$ cat src/rtl/burst_pkg.sv
package burst_pkg;

    // Control view of the block: request seen after sync, and whether the
    // counter has reached its stop bit.
    typedef struct packed {
        logic run;
        logic stopped;
    } burst_ctl_t;

    // Counter width needed to hold the stop bit.
    function automatic int unsigned cnt_width(input int unsigned tap,
                                              input int unsigned off);
        return tap + off + 1;
    endfunction

    // Number of inactive gaps produced before the freeze.
    function automatic int unsigned gap_count(input int unsigned off);
        return 32'd1 << (off - 1);
    endfunction

endpackage

$ cat src/rtl/burst_sync.sv
module burst_sync #(
    parameter int unsigned STAGES = 2
) (
    input  logic clk,
    input  logic rst,
    input  logic d_async,
    output logic q_sync
);
    logic [STAGES-1:0] stage_q;

    generate
        for (genvar i = 0; i < STAGES; i++) begin : g_stage
            if (i == 0) begin : g_first
                always_ff @(posedge clk) begin
                    if (rst) stage_q[0] <= 1'b0;
                    else     stage_q[0] <= d_async;
                end
            end else begin : g_next
                always_ff @(posedge clk) begin
                    if (rst) stage_q[i] <= 1'b0;
                    else     stage_q[i] <= stage_q[i-1];
                end
            end
        end
    endgenerate

    assign q_sync = stage_q[STAGES-1];

endmodule

$ cat src/rtl/burst_counter.sv
module burst_counter
    import burst_pkg::*;
#(
    parameter int unsigned N_TAP       = 1,
    parameter int unsigned STOP_OFFSET = 2
) (
    input  logic clk,
    input  logic rst,
    input  logic run,
    input  logic tick,
    output logic pulse_tap,
    output logic stop_tap
);
    localparam int unsigned CNT_W    = cnt_width(N_TAP, STOP_OFFSET);
    localparam int unsigned STOP_BIT = N_TAP + STOP_OFFSET;

    logic [CNT_W-1:0] cnt_q;
    logic             advance;

    // The stop bit gates its own count enable: once set, nothing moves.
    assign advance = run & tick & ~cnt_q[STOP_BIT];

    always_ff @(posedge clk) begin
        if (rst || !run)  cnt_q <= '0;
        else if (advance) cnt_q <= cnt_q + CNT_W'(1);
    end

    assign pulse_tap = cnt_q[N_TAP];
    assign stop_tap  = cnt_q[STOP_BIT];

    AST_IDLE_CLEARS: assert property (@(posedge clk) disable iff (rst)
        !run |=> (cnt_q == '0));
    AST_TICK_ADVANCES: assert property (@(posedge clk) disable iff (rst)
        (run && tick && !stop_tap && $past(run)) |=> (cnt_q == $past(cnt_q) + CNT_W'(1)));
    AST_NO_TICK_HOLDS: assert property (@(posedge clk) disable iff (rst)
        (run && !tick) |=> (run ? $stable(cnt_q) : 1'b1));
    AST_FROZEN_HOLDS: assert property (@(posedge clk) disable iff (rst)
        (run && stop_tap) |=> (!run || $stable(cnt_q)));
    AST_FREEZE_PHASE: assert property (@(posedge clk) disable iff (rst)
        stop_tap |-> !pulse_tap);

endmodule

$ cat src/rtl/burst_gen.sv
module burst_gen
    import burst_pkg::*;
#(
    parameter int unsigned N_TAP       = 1,
    parameter int unsigned STOP_OFFSET = 2,
    parameter int unsigned SYNC_STAGES = 2
) (
    input  logic clk,
    input  logic rst,
    input  logic tick,
    input  logic trig_in,
    output logic burst_out,
    output logic frozen
);
    logic       trig_s;
    logic       pulse_tap;
    logic       stop_tap;
    burst_ctl_t ctl;

    burst_sync #(.STAGES(SYNC_STAGES)) sync_i (
        .clk     (clk),
        .rst     (rst),
        .d_async (trig_in),
        .q_sync  (trig_s)
    );

    burst_counter #(.N_TAP(N_TAP), .STOP_OFFSET(STOP_OFFSET)) cnt_i (
        .clk       (clk),
        .rst       (rst),
        .run       (ctl.run),
        .tick      (tick),
        .pulse_tap (pulse_tap),
        .stop_tap  (stop_tap)
    );

    assign ctl.run     = trig_s;
    assign ctl.stopped = stop_tap;

    // Active when requested and the blink bit is low.
    assign burst_out = ctl.run & ~pulse_tap;
    assign frozen    = ctl.run & ctl.stopped;

    AST_START_ACTIVE: assert property (@(posedge clk) disable iff (rst)
        $rose(trig_s) |-> burst_out);
    AST_FROZEN_ACTIVE: assert property (@(posedge clk) disable iff (rst)
        frozen |-> burst_out);
    AST_STAY_FROZEN: assert property (@(posedge clk) disable iff (rst)
        (frozen && trig_s) |=> (frozen || !trig_s));
    AST_DROP_INACTIVE: assert property (@(posedge clk) disable iff (rst)
        $fell(trig_s) |-> (!burst_out && !frozen));

endmodule

$ cat config.mk
export PLATFORM = sky130hd
export DESIGN_NAME = burst_gen
export DESIGN_NICKNAME = d
export VERILOG_FILES = /design/src/rtl/burst_pkg.sv /design/src/rtl/burst_sync.sv /design/src/rtl/burst_counter.sv /design/src/rtl/burst_gen.sv
export SDC_FILE = /design/constraint.sdc
export NUM_CORES = 1
export LEC_CHECK = 0
export BUFFER_PORTS_ARGS = -buffer_cell sky130_fd_sc_hd__buf_4
export CORE_AREA = 2 2 39 41
export DETAILED_ROUTE_END_ITERATION = 10
export DIE_AREA = 0 0 41 43
export HOLD_SLACK_MARGIN = 0.1
export PLACE_DENSITY = 0.36
export SLEW_MARGIN = 15
export SYNTH_ARGS = -nofsm -noshare
export SYNTH_HDL_FRONTEND = slang
export SYNTH_SLANG_ARGS = --single-unit
$ cat constraint.sdc
create_clock -name clk -period 1.1 [get_ports clk]
set_input_delay 0.11 -clock clk [delete_from_list [all_inputs] [get_ports clk]]
set_output_delay 0.11 -clock clk [all_outputs]
set_load 0.02 [all_outputs]
==> Word level (Yosys, flattened, before mapping) <==
Index checks and enable logic that the tools add are counted.
{ "classes": {"n_bitwise": 6, "reduce_logical": 2, "addsub": 1} }
{ "ops": {"columns": ["cell", "n"], "rows": [
  ["$add 4x1->4 const B", 1],
  ["$and 1x1->1", 4],
  ["$not 1->1", 2],
  ["$logic_not 1->1", 1],
  ["$logic_or 1x1->1", 1]
]} }
{ "word_totals": {"regBits": 6, "out_inout_bits": 2, "elab_cells": 12, "inputBits": 4} }

==> Logic depth before layout (Yosys ltp) <==
Gate-level depths: netlist (run 1).
{ "logic_depth": {"depth_word": 2, "mapped_depth": 4, "mapped_depth_nobuf": 4} }

==> Hierarchy <==
Synthesis (run 1) repeated with hierarchy kept, for this count alone.
{ "unflattened": {"cells_unflattened": 22, "area_unflattened_um2": 244.0} }
{ "by_module_without_submodules": {"columns": ["module", "seq_area_each_um2", "area_per_inst_um2", "instances", "cells_per_inst"], "rows": [
  ["burst_counter", 80.1, 171.4, 1, 16],
  ["burst_sync", 40.0, 52.6, 1, 4],
  ["burst_gen", 0.0, 20.0, 1, 2]
]} }

==> Least setup slack after synthesis (run 1) <==
OpenSTA, ideal clock, no wires.
{ "synth_timing": {"path_kind": "reg2reg", "start": "register cnt_i.cnt_q[0]", "end": "register cnt_i.cnt_q[2]", "stages_incl_launch_ff": 5, "path_slack_ns": 0.224, "setup_time_ns": 0.116, "arrival_ns": 0.760, "path_buffers": 0, "path_cell_list": "dfxtp_1 ha_1 nand3b_1 xor2_1 nor2_1"} }
{ "synth_between": {"elab_chain_len": 1} }
{ "synth_rtl": {"columns": ["element", "line_no", "source"], "rows": [
  ["start: declaration", "burst_counter.sv:17", "logic [CNT_W-1:0] cnt_q;"],
  ["start signal: assignment", "burst_counter.sv:25", "else if (advance) cnt_q <= cnt_q + CNT_W'(1);"],
  ["$add 4x1->4", "burst_counter.sv:25", null]
]} }
No other way between the ends.
A chain may end at the register's enable or synchronous reset.

==> Worst setup path after layout (run 1) <==
{ "layout_timing": {"start": "register cnt_i.cnt_q[3]", "end": "output port frozen"} }
{ "layout_between": {"elab_chain_len": 1} }
{ "layout_rtl": {"columns": ["element", "line_no", "source"], "rows": [
  ["$and 1x1->1", "burst_gen.sv:41", "assign frozen = ctl.run & ctl.stopped;"],
  ["end: declaration", "burst_gen.sv:13", "output logic frozen"]
]} }
No other way between the ends.

==> results.ini, run 1 <==
[status]
outcome=finished clean

[cts]
path_clk_slew_ps=40
clk_latency_ps=240
cts_tree=done
htreeDepth=1
cts.sinks=6
cts_post_setup_buffers_inserted=0
clockRootBuffer=clkbuf_4
cts_resized=0
cts_made_buffers=3
hold_buffers=2
clockBufferDepth=2

[timing]
finalCriticalPeriod_ps=1030
fmax_mhz=969
tns_ps=0
period_share_pct=93.8
hold_ws_ps=186
layout_setup_ws_ps=67.7
hold_viol_final=0
setup_viol=0
tightest_slew_ps=154
rsz0062_at_grt=false
fin_skew_ps=1.03
slew_violations=0
relSlewSlack_pct=89.6

[pwr]
power.switching_w=0.0000865
power-per-cell-area_nw_per_um2=1340
intPower_w=0.000367
power_frac_comb_pct=7.2
power_leakage_nw=0.143
pwr-share-seq_pct=49.4
power.total_w=0.000454
p_clk_share_pct=43.4
vdd_drop_max_v=0.000508
switching_share_pct=19.1

[detailed_routing]
wl_per_cell_um=7.75
drt_wl_total_um=372
vias=175
dr.pass1.iters=1
drt_iter0_drc=0
drc_errors=0
via_per_inst=3.65
drt.antenna.violating_nets=0

[synthesis]
async_flop_share_pct=0
ys_seq_elements=6
syn-mean-instance-area_um2=10.8
synth-edff-count=0
synth_top_area_share_pct=50.5
yosys-top-cells-area=dfxtp_1 51%, nor2b_1 7.9%, nor2_1 6.3%
synthTopCellsByCount=6 x dfxtp_1, 4 x nor2_1, 3 x nor2b_1
synth_ff_type=dfxtp_1
yosysMostFrequentCell=dfxtp_1
synth.distinct_cells=12
ys_warn_count=0
postSynthCellCount=22
syn-cell-area_um2=238
syn_nets=27
synth_area_leader_cell=dfxtp_1
ys_seq_area_share_pct=50.5

[worst_setup_path]
path_class=flop to output pin
required_ps=990
start_kind=flop
arrival_ps=920
worstPathMaxFanout=4
end_kind=output pin

[global_route]
antenna_found_initial=0
grt_max_degree=5
grt_pass1_wl_um=634
grt_use_total_pct=6.13
overflow=0
grt_pass1_vias=169

[die]
io_pins=6
die_x_um=41
rows=14
start_util_pct=17.2
dieArea_um2=1760
core_area_um2=1380
die_h_um=43

[placed_design]
dpl.hpwl_um=275
dp_slack_ps=167
place.gp.congestion=0.572
portBuffers=5

[finish]
diodes=0
drive_gt1_share_pct=31.3
area_growth_pct=42.1
num-fill-cells=152
fin_util_pct=24.4
nNetsFinal=39

[run]
max-cap-violations=0

[hold_path]
hold_path_class=input pin to flop

## cell type report
| cell class | count | area (um2) | area share, % |
|---|---|---|---|
| sequential | 6 | 120 | 35.6 |
| tap | 16 | 20.0 | 5.93 |
| multi-input combinational | 16 | 118 | 34.8 |
| timing repair buffer | 7 | 57.6 | 17.0 |
| clock buffer | 3 | 22.5 | 6.67 |
## layer usage
layer / share of wire, % / GRT usage, %
met5: 0 / 0
met4: 2.7 / 10.0
met3: 6.5 / 3.14
met2: 45 / 5.94
met1: 45 / 6.77
## cells by family after synthesis
family | synth area share, %
DFF | 50.5
muxes | 4.21
adders and majority gates | 5.26
xor gates and xnor gates | 7.37
and+or+nand+nor | 28.9
AOI/OAI and AO/OA | 3.68
## critical path: stages (launching register included)
cell	delay, ps
dfxtp_1	390
and2_2	170
buf_4	130
## per-stage QoR
| stage | cells | instance area [um2] |
|---|---|---|
| global placement | 43 | 295 |
| floorplan | 22 | 238 |
| global route | 48 | 338 |
| detailed placement | 43 | 295 |
| finish | 48 | 338 |
| CTS | 48 | 338 |
## power groups by stage
stage,logic [W],clock network (W),registers [W]
2_1_floorplan,0.0000142,0,0.000228
3_3_place_gp,0.0000268,0,0.000228
3_5_place_dp,0.0000270,0,0.000228
4_1_cts,0.0000329,0.000211,0.000224
5_1_grt,0.0000349,0.000223,0.000225
6_report,0.0000326,0.000197,0.000224
## state kept, by name, indices dropped and copies added, names as in the netlist
name and cells:
sync_i.q_sync 1, cnt_i.cnt_q 4, sync_i.stage_q 1
## layout by cell type, fill, tap and decap left out
cell type	synthesis	final
and2_2	1	1
buf_4	0	5
ha_1	1	1
nand2b_1	1	1
nor2b_1	3	3
nor2b_4	1	1
mux2i_1	1	1
nand3b_1	1	1
xor2_1	1	1
clkbuf_4	0	3
dfxtp_1	6	6
dlygate4sd3_1	0	2
nor2_1	4	4
xnor2_1	1	1
a41oi_1	1	1
## path summary, 6_finish.rpt
kind / slack [ps] / depth (start not counted) / endpoint / start
setup reg to reg: 160 / 4 / cnt_i.cnt_q[2]$_SDFFE_PP0P_ / cnt_i.cnt_q[0]$_SDFFE_PP0P_
hold reg to reg: 450 / 1 / sync_i.q_sync$_SDFF_PP0_ / sync_i.stage_q[0]$_SDFF_PP0_
setup / recovery: 70 / 2 / frozen / cnt_i.cnt_q[3]$_SDFFE_PP0P_
hold / removal: 190 / 3 / cnt_i.cnt_q[3]$_SDFFE_PP0P_ / tick
Note: power is estimated with default switching activity, not from simulation.
==> run 2, diff against run 1 <==
--- a/config.mk
+++ b/config.mk
@@ -10,8 +10,9 @@
 export DETAILED_ROUTE_END_ITERATION = 10
 export DIE_AREA = 0 0 41 43
 export HOLD_SLACK_MARGIN = 0.1
-export PLACE_DENSITY = 0.36
+export PLACE_DENSITY = 0.37
 export SLEW_MARGIN = 15
 export SYNTH_ARGS = -nofsm -noshare
 export SYNTH_HDL_FRONTEND = slang
+export SYNTH_HIERARCHICAL = 1
 export SYNTH_SLANG_ARGS = --single-unit
==> results.ini, run 2 <==
[detailed_routing]
drt.antenna.violating_nets=0  ; unchanged
drt_iter0_drc=2  ; +2
drc_errors=0  ; unchanged
vias=198  ; +13%
dr.pass1.iters=2  ; +1
wl_per_cell_um=8.63  ; +11%
drt_wl_total_um=423  ; +14%
via_per_inst=4.04  ; +11%

[synthesis]
synth_ff_type=dfxtp_1
ys_seq_elements=6  ; unchanged
syn_nets=27  ; unchanged
syn-mean-instance-area_um2=11.1  ; +2.6%
yosys-top-cells-area=dfxtp_1 49%, nor2b_4 11%, nor2_1 6.2%
synthTopCellsByCount=6 x dfxtp_1, 4 x nor2_1, 2 x nor2b_1, 2 x nor2b_4
postSynthCellCount=22  ; unchanged
ys_warn_count=6  ; +6
syn-cell-area_um2=244  ; +2.6%
synth_top_area_share_pct=49.2  ; -1.3 points
synth_area_leader_cell=dfxtp_1
ys_seq_area_share_pct=49.2  ; -1.3 points
async_flop_share_pct=0  ; unchanged
synth.distinct_cells=12  ; unchanged
yosysMostFrequentCell=dfxtp_1
synth-edff-count=0  ; unchanged

[global_route]
antenna_found_initial=0  ; unchanged
grt_max_degree=5  ; unchanged
grt_pass1_wl_um=724  ; +14%
overflow=0  ; unchanged
grt_use_total_pct=7.25  ; +1.1 points
grt_pass1_vias=186  ; +10%

[worst_setup_path]
arrival_ps=920  ; about the same
cpLargestDelayFamily=flip-flops
r2r_start=cnt_i/cnt_q[0]$_SDFFE_PP0P_
crit_slowest_cell=dfxtp_1
reg2reg_slack_ps=160  ; about the same
max_stage_delay_ps=400  ; about the same
cp_cell_sequence=and2_1 -> buf_4
path_class=flop to output pin
worstPathMaxFanout=4  ; unchanged
path_buf_inv=1  ; unchanged
worstRegToRegCells=4  ; unchanged
start_kind=flop
regToRegEndpoint=cnt_i/cnt_q[2]$_SDFFE_PP0P_
required_ps=990  ; about the same
end_kind=output pin

[cts]
cts_made_buffers=3  ; unchanged
htreeDepth=1  ; unchanged
cts.sinks=6  ; unchanged
clockBufferDepth=2  ; unchanged
clk_latency_ps=240  ; about the same
cts_post_setup_buffers_inserted=0  ; unchanged
path_clk_slew_ps=50  ; about the same
cts_resized=0  ; unchanged
clockRootBuffer=clkbuf_4
cts_tree=done

[hold_path]
worstHoldStart=tick
min_to=cnt_i/cnt_q[3]$_SDFFE_PP0P_
hold_path_class=input pin to flop
hold_depth=3  ; unchanged

[timing]
relSlewSlack_pct=88.2  ; -1.4 points
period_share_pct=94.1  ; +0.23 points
setup_viol=0  ; unchanged
slew_violations=0  ; unchanged
hold_ws_ps=178  ; -8.65 ps
fin_skew_ps=5.84  ; +4.82 ps
hold_viol_final=0  ; unchanged
fmax_mhz=966  ; -0.25%
rsz0062_at_grt=false
tightest_slew_ps=177  ; +23.4 ps
tns_ps=0  ; unchanged
finalCriticalPeriod_ps=1030  ; +2.58 ps

[finish]
diodes=0  ; unchanged
fin_util_pct=25.4  ; +0.99 points
regMostFlops=cnt_i/cnt_q
area_growth_pct=44.1
nNetsFinal=40  ; +2.6%
num-fill-cells=157  ; +3.3%
stdcell_area_um2=352  ; +4.1%
largest_register_ffs=4  ; unchanged
layout_common_cells=6 x dfxtp_1, 6 x buf_4, 4 x nor2_1
drive_gt1_share_pct=33.3  ; +2.1 points

[die]
rows=14  ; unchanged
core_area_um2=1380  ; unchanged
die_x_um=41  ; unchanged
start_util_pct=17.6  ; +0.45 points
die_h_um=43  ; unchanged
io_pins=6  ; unchanged
dieArea_um2=1760  ; unchanged

[placed_design]
place.gp.congestion=0.598  ; +4.5%
dpl-instance-area_um2=309  ; +4.7%
portBuffers=5  ; unchanged

[pwr]
power-per-cell-area_nw_per_um2=1310  ; -2.5%
power_leakage_nw=0.149  ; +4.3%
vdd_drop_max_v=0.000570  ; +12%

[status]
outcome=finished clean

[run]
max-cap-violations=0  ; unchanged

run 2: worst max-delay path by stage:
| stage | from | end | slack, ps | cells past startpoint |
|---|---|---|---|---|
| 4_1_cts | cnt_i/cnt_q[3]$_SDFFE_PP0P_ | frozen | 50 | 2 |
| 3_5_place_dp | cnt_i/cnt_q[0]$_SDFFE_PP0P_ | cnt_i/cnt_q[2]$_SDFFE_PP0P_ | 180 | 4 |
| 2_1_floorplan | cnt_i/cnt_q[1]$_SDFFE_PP0P_ | cnt_i/cnt_q[2]$_SDFFE_PP0P_ | 190 | 4 |
| 6_report | cnt_i/cnt_q[3]$_SDFFE_PP0P_ | frozen | 70 | 2 |
| 5_1_grt | cnt_i/cnt_q[3]$_SDFFE_PP0P_ | frozen | 10 | 2 |
| 3_3_place_gp | cnt_i/cnt_q[0]$_SDFFE_PP0P_ | cnt_i/cnt_q[2]$_SDFFE_PP0P_ | 200 | 4 |
run 2: kinds of logic (layout without fill, tap and decap cells):
| group | count (synthesis) | after routing | share of synthesized area (%) |
|---|---|---|---|
| xor gates and xnor gates | 2 | 2 | 7.18 |
| buffers and inverters | 0 | 11 | 0 |
| DFF | 6 | 6 | 49.2 |
| adders and majority gates | 1 | 1 | 5.13 |
| and+or+nand+nor | 11 | 11 | 30.8 |
| muxes | 1 | 1 | 4.10 |
| AOI/OAI and AO/OA | 1 | 1 | 3.59 |
run 2: worst reg2reg max path: stages (launching register included):
cell      delay, ps
dfxtp_1         360
ha_1            170
nand3b_1        100
xor2_1          150
nor2_1           50
run 2: routing by layer:
layer	global-route usage, %	up-vias	part of all wire [%]
met5	0	-	0
met1	6.17	96	41
li1	-	94	-
met2	9.06	6	46
met4	4.00	0	2.4
met3	9.42	2	10
run 2: where the power goes:
group / internal (W) / leakage [nW] / switching (W)
clock: 0.000123 / 0.0138 / 0.0000785
sequential: 0.000222 / 0.0488 / 0.00000182
combinational: 0.0000230 / 0.0866 / 0.0000111
total: 0.000369 / 0.149 / 0.0000914
run 2: area by class of cell:
type / instances / area, um2 / area share [%]
multi-input cells: 16 / 124 / 35.2
flip-flops and latches: 6 / 120 / 34.2
repair buffers: 8 / 65.1 / 18.5
clock buffers: 3 / 22.5 / 6.41
well taps: 16 / 20.0 / 5.69
run 2: metrics by stage:
stage | setup WS, ps | instances | total power, W
after floorplan | 191 | 22 | 0.000243
after global placement | 203 | 44 | 0.000256
after detailed placement | 179 | 44 | 0.000257
after CTS | 52.9 | 49 | 0.000469
after global routing | 11.0 | 49 | 0.000496
final | 65.1 | 49 | 0.000460
run 2: repair_timing:
action,in CTS,in global routing
hold buffers,2,0
setup endpoints to repair,0,0
hold endpoints to repair,2,0
==> run 3, diff against run 2 <==
--- a/config.mk
+++ b/config.mk
@@ -6,11 +6,13 @@
 export NUM_CORES = 1
 export LEC_CHECK = 0
 export BUFFER_PORTS_ARGS = -buffer_cell sky130_fd_sc_hd__buf_4
+export CELL_PAD_IN_SITES_DETAIL_PLACEMENT = 0
+export CELL_PAD_IN_SITES_GLOBAL_PLACEMENT = 1
 export CORE_AREA = 2 2 39 41
 export DETAILED_ROUTE_END_ITERATION = 10
 export DIE_AREA = 0 0 41 43
 export HOLD_SLACK_MARGIN = 0.1
-export PLACE_DENSITY = 0.37
+export PLACE_DENSITY_LB_ADDON = 0.1
 export SLEW_MARGIN = 15
 export SYNTH_ARGS = -nofsm -noshare
 export SYNTH_HDL_FRONTEND = slang
==> results.ini, run 3 (same netlist as run 2, synthesis figures left out) <==
[status]
outcome=finished clean

[timing]
layout_setup_ws_ps=72.7  ; +7.58 ps
fmax_mhz=973  ; +0.74%
hold_viol_final=0  ; unchanged
tns_ps=0  ; unchanged
relSlewSlack_pct=89.3  ; +1.1 points
rsz0062_at_grt=false
setup_viol=0  ; unchanged
period_share_pct=93.4  ; -0.69 points
tightest_slew_ps=159  ; -18.4 ps
slew_violations=0  ; unchanged
fin_skew_ps=0.0544  ; -5.79 ps
finalCriticalPeriod_ps=1030  ; -7.58 ps

[detailed_routing]
drt_iter0_drc=3  ; +1
drt_wl_total_um=416  ; -1.7%
vias=177  ; -11%
wl_per_cell_um=8.49  ; -1.7%
via_per_inst=3.61  ; -11%
dr.pass1.iters=4  ; +2
drt.antenna.violating_nets=0  ; unchanged
drc_errors=0  ; unchanged

[die]
start_util_pct=17.6  ; unchanged
dieArea_um2=1760  ; unchanged
die_x_um=41  ; unchanged
die_h_um=43  ; unchanged
core_area_um2=1380  ; unchanged
io_pins=6  ; unchanged
rows=14  ; unchanged

[placed_design]
dp_slack_ps=179  ; +0.310 ps
portBuffers=5  ; unchanged
dpl.hpwl_um=313
place.gp.congestion=0.568  ; -5.0%
dpl-instance-area_um2=309  ; unchanged

[finish]
final_common_cell=buf_4
nNetsFinal=40  ; unchanged
stdcell_area_um2=353  ; +0.36%
drive_gt1_share_pct=36.4  ; +3.0 points
layout_common_cells=6 x buf_4, 5 x dfxtp_1, 4 x nor2_1
regMostFlops=cnt_i/cnt_q
diodes=0  ; unchanged
area_growth_pct=44.6
num-fill-cells=152  ; -3.2%
largest_register_ffs=4  ; unchanged
fin_util_pct=25.5  ; +0.090 points

[pwr]
vdd_drop_max_v=0.000614  ; +7.8%
power.total_w=0.000452  ; -1.7%
power_leakage_nw=0.150  ; +0.35%
power-per-cell-area_nw_per_um2=1280  ; -2.0%

[worst_setup_path]
required_ps=990  ; about the same
start_kind=flop
path_class=flop to output pin
arrival_ps=920  ; about the same
end_kind=output pin
worstPathMaxFanout=3  ; -1

[global_route]
grt_pass1_vias=188  ; +1.1%
grt_pass1_wl_um=724  ; unchanged
overflow=0  ; unchanged
grt_use_total_pct=6.73  ; -0.52 points
grt_max_degree=5  ; unchanged
antenna_found_initial=0  ; unchanged

[cts]
cts_tree=done
clk_latency_ps=240  ; about the same
htreeDepth=1  ; unchanged
cts.sinks=6  ; unchanged
clockRootBuffer=clkbuf_4
path_clk_slew_ps=40  ; about the same
cts_made_buffers=3  ; unchanged
clockBufferDepth=2  ; unchanged

[run]
max-cap-violations=0  ; unchanged

[hold_path]
hold_path_class=input pin to flop

## run 3: cell counts in the layout (fill, tap and decap cells not counted)
No cell type changed its count.
## run 3: repair_timing
item	in CTS	in global routing
hold endpoints to repair	2	0
setup buffers	0	0
gates resized for setup	0	1
hold buffers	2	0
endpoints found under the setup margin	0	1
## run 3: where the power goes
group,internal (W),switching [W]
sequential,0.000222,0.00000200
clock,0.000123,0.0000710
combinational,0.0000230,0.0000111
## run 3: path summary, 6_finish.rpt
check | startpoint | endpoint | slack (ps) | depth (start not counted)
setup reg to reg | cnt_i/cnt_q[0]$_SDFFE_PP0P_ | cnt_i/cnt_q[2]$_SDFFE_PP0P_ | 170 | 4
hold reg to reg | sync_i/stage_q[0]$_SDFF_PP0_ | sync_i/q_sync$_SDFF_PP0_ | 440 | 1
setup / recovery | cnt_i/cnt_q[1]$_SDFFE_PP0P_ | burst_out | 70 | 3
hold / removal | tick | cnt_i/cnt_q[3]$_SDFFE_PP0P_ | 180 | 3
## run 3: critical path, stage by stage, from the launching register on
cell and delay (ps):
dfxtp_1 310, buf_4 150, nor2b_4 90, buf_4 130
## run 3: through the flow
stage	std cells	hold slack (ps)
global route	49	204
CTS	49	189
finish	49	182
global placement	44	283
detailed placement	44	287
floorplan	22	182
## run 3: cell type report
type                       instances  area [um2]  share of cell area [%]
timing repair buffer               8        65.1                    18.4
clock buffer                       3        22.5                    6.38
sequential                         6         121                    34.4
tap                               16        20.0                    5.67
multi-input combinational         16         124                    35.1
## run 3: layer usage
metal / vias up / global-route usage, % / routed length [um]
li1: 95 / - / -
met1: 77 / 7.07 / 217
met2: 5 / 8.44 / 174
met3: 0 / 6.28 / 23
met4: 0 / 4.00 / 0
met5: - / 0 / 0
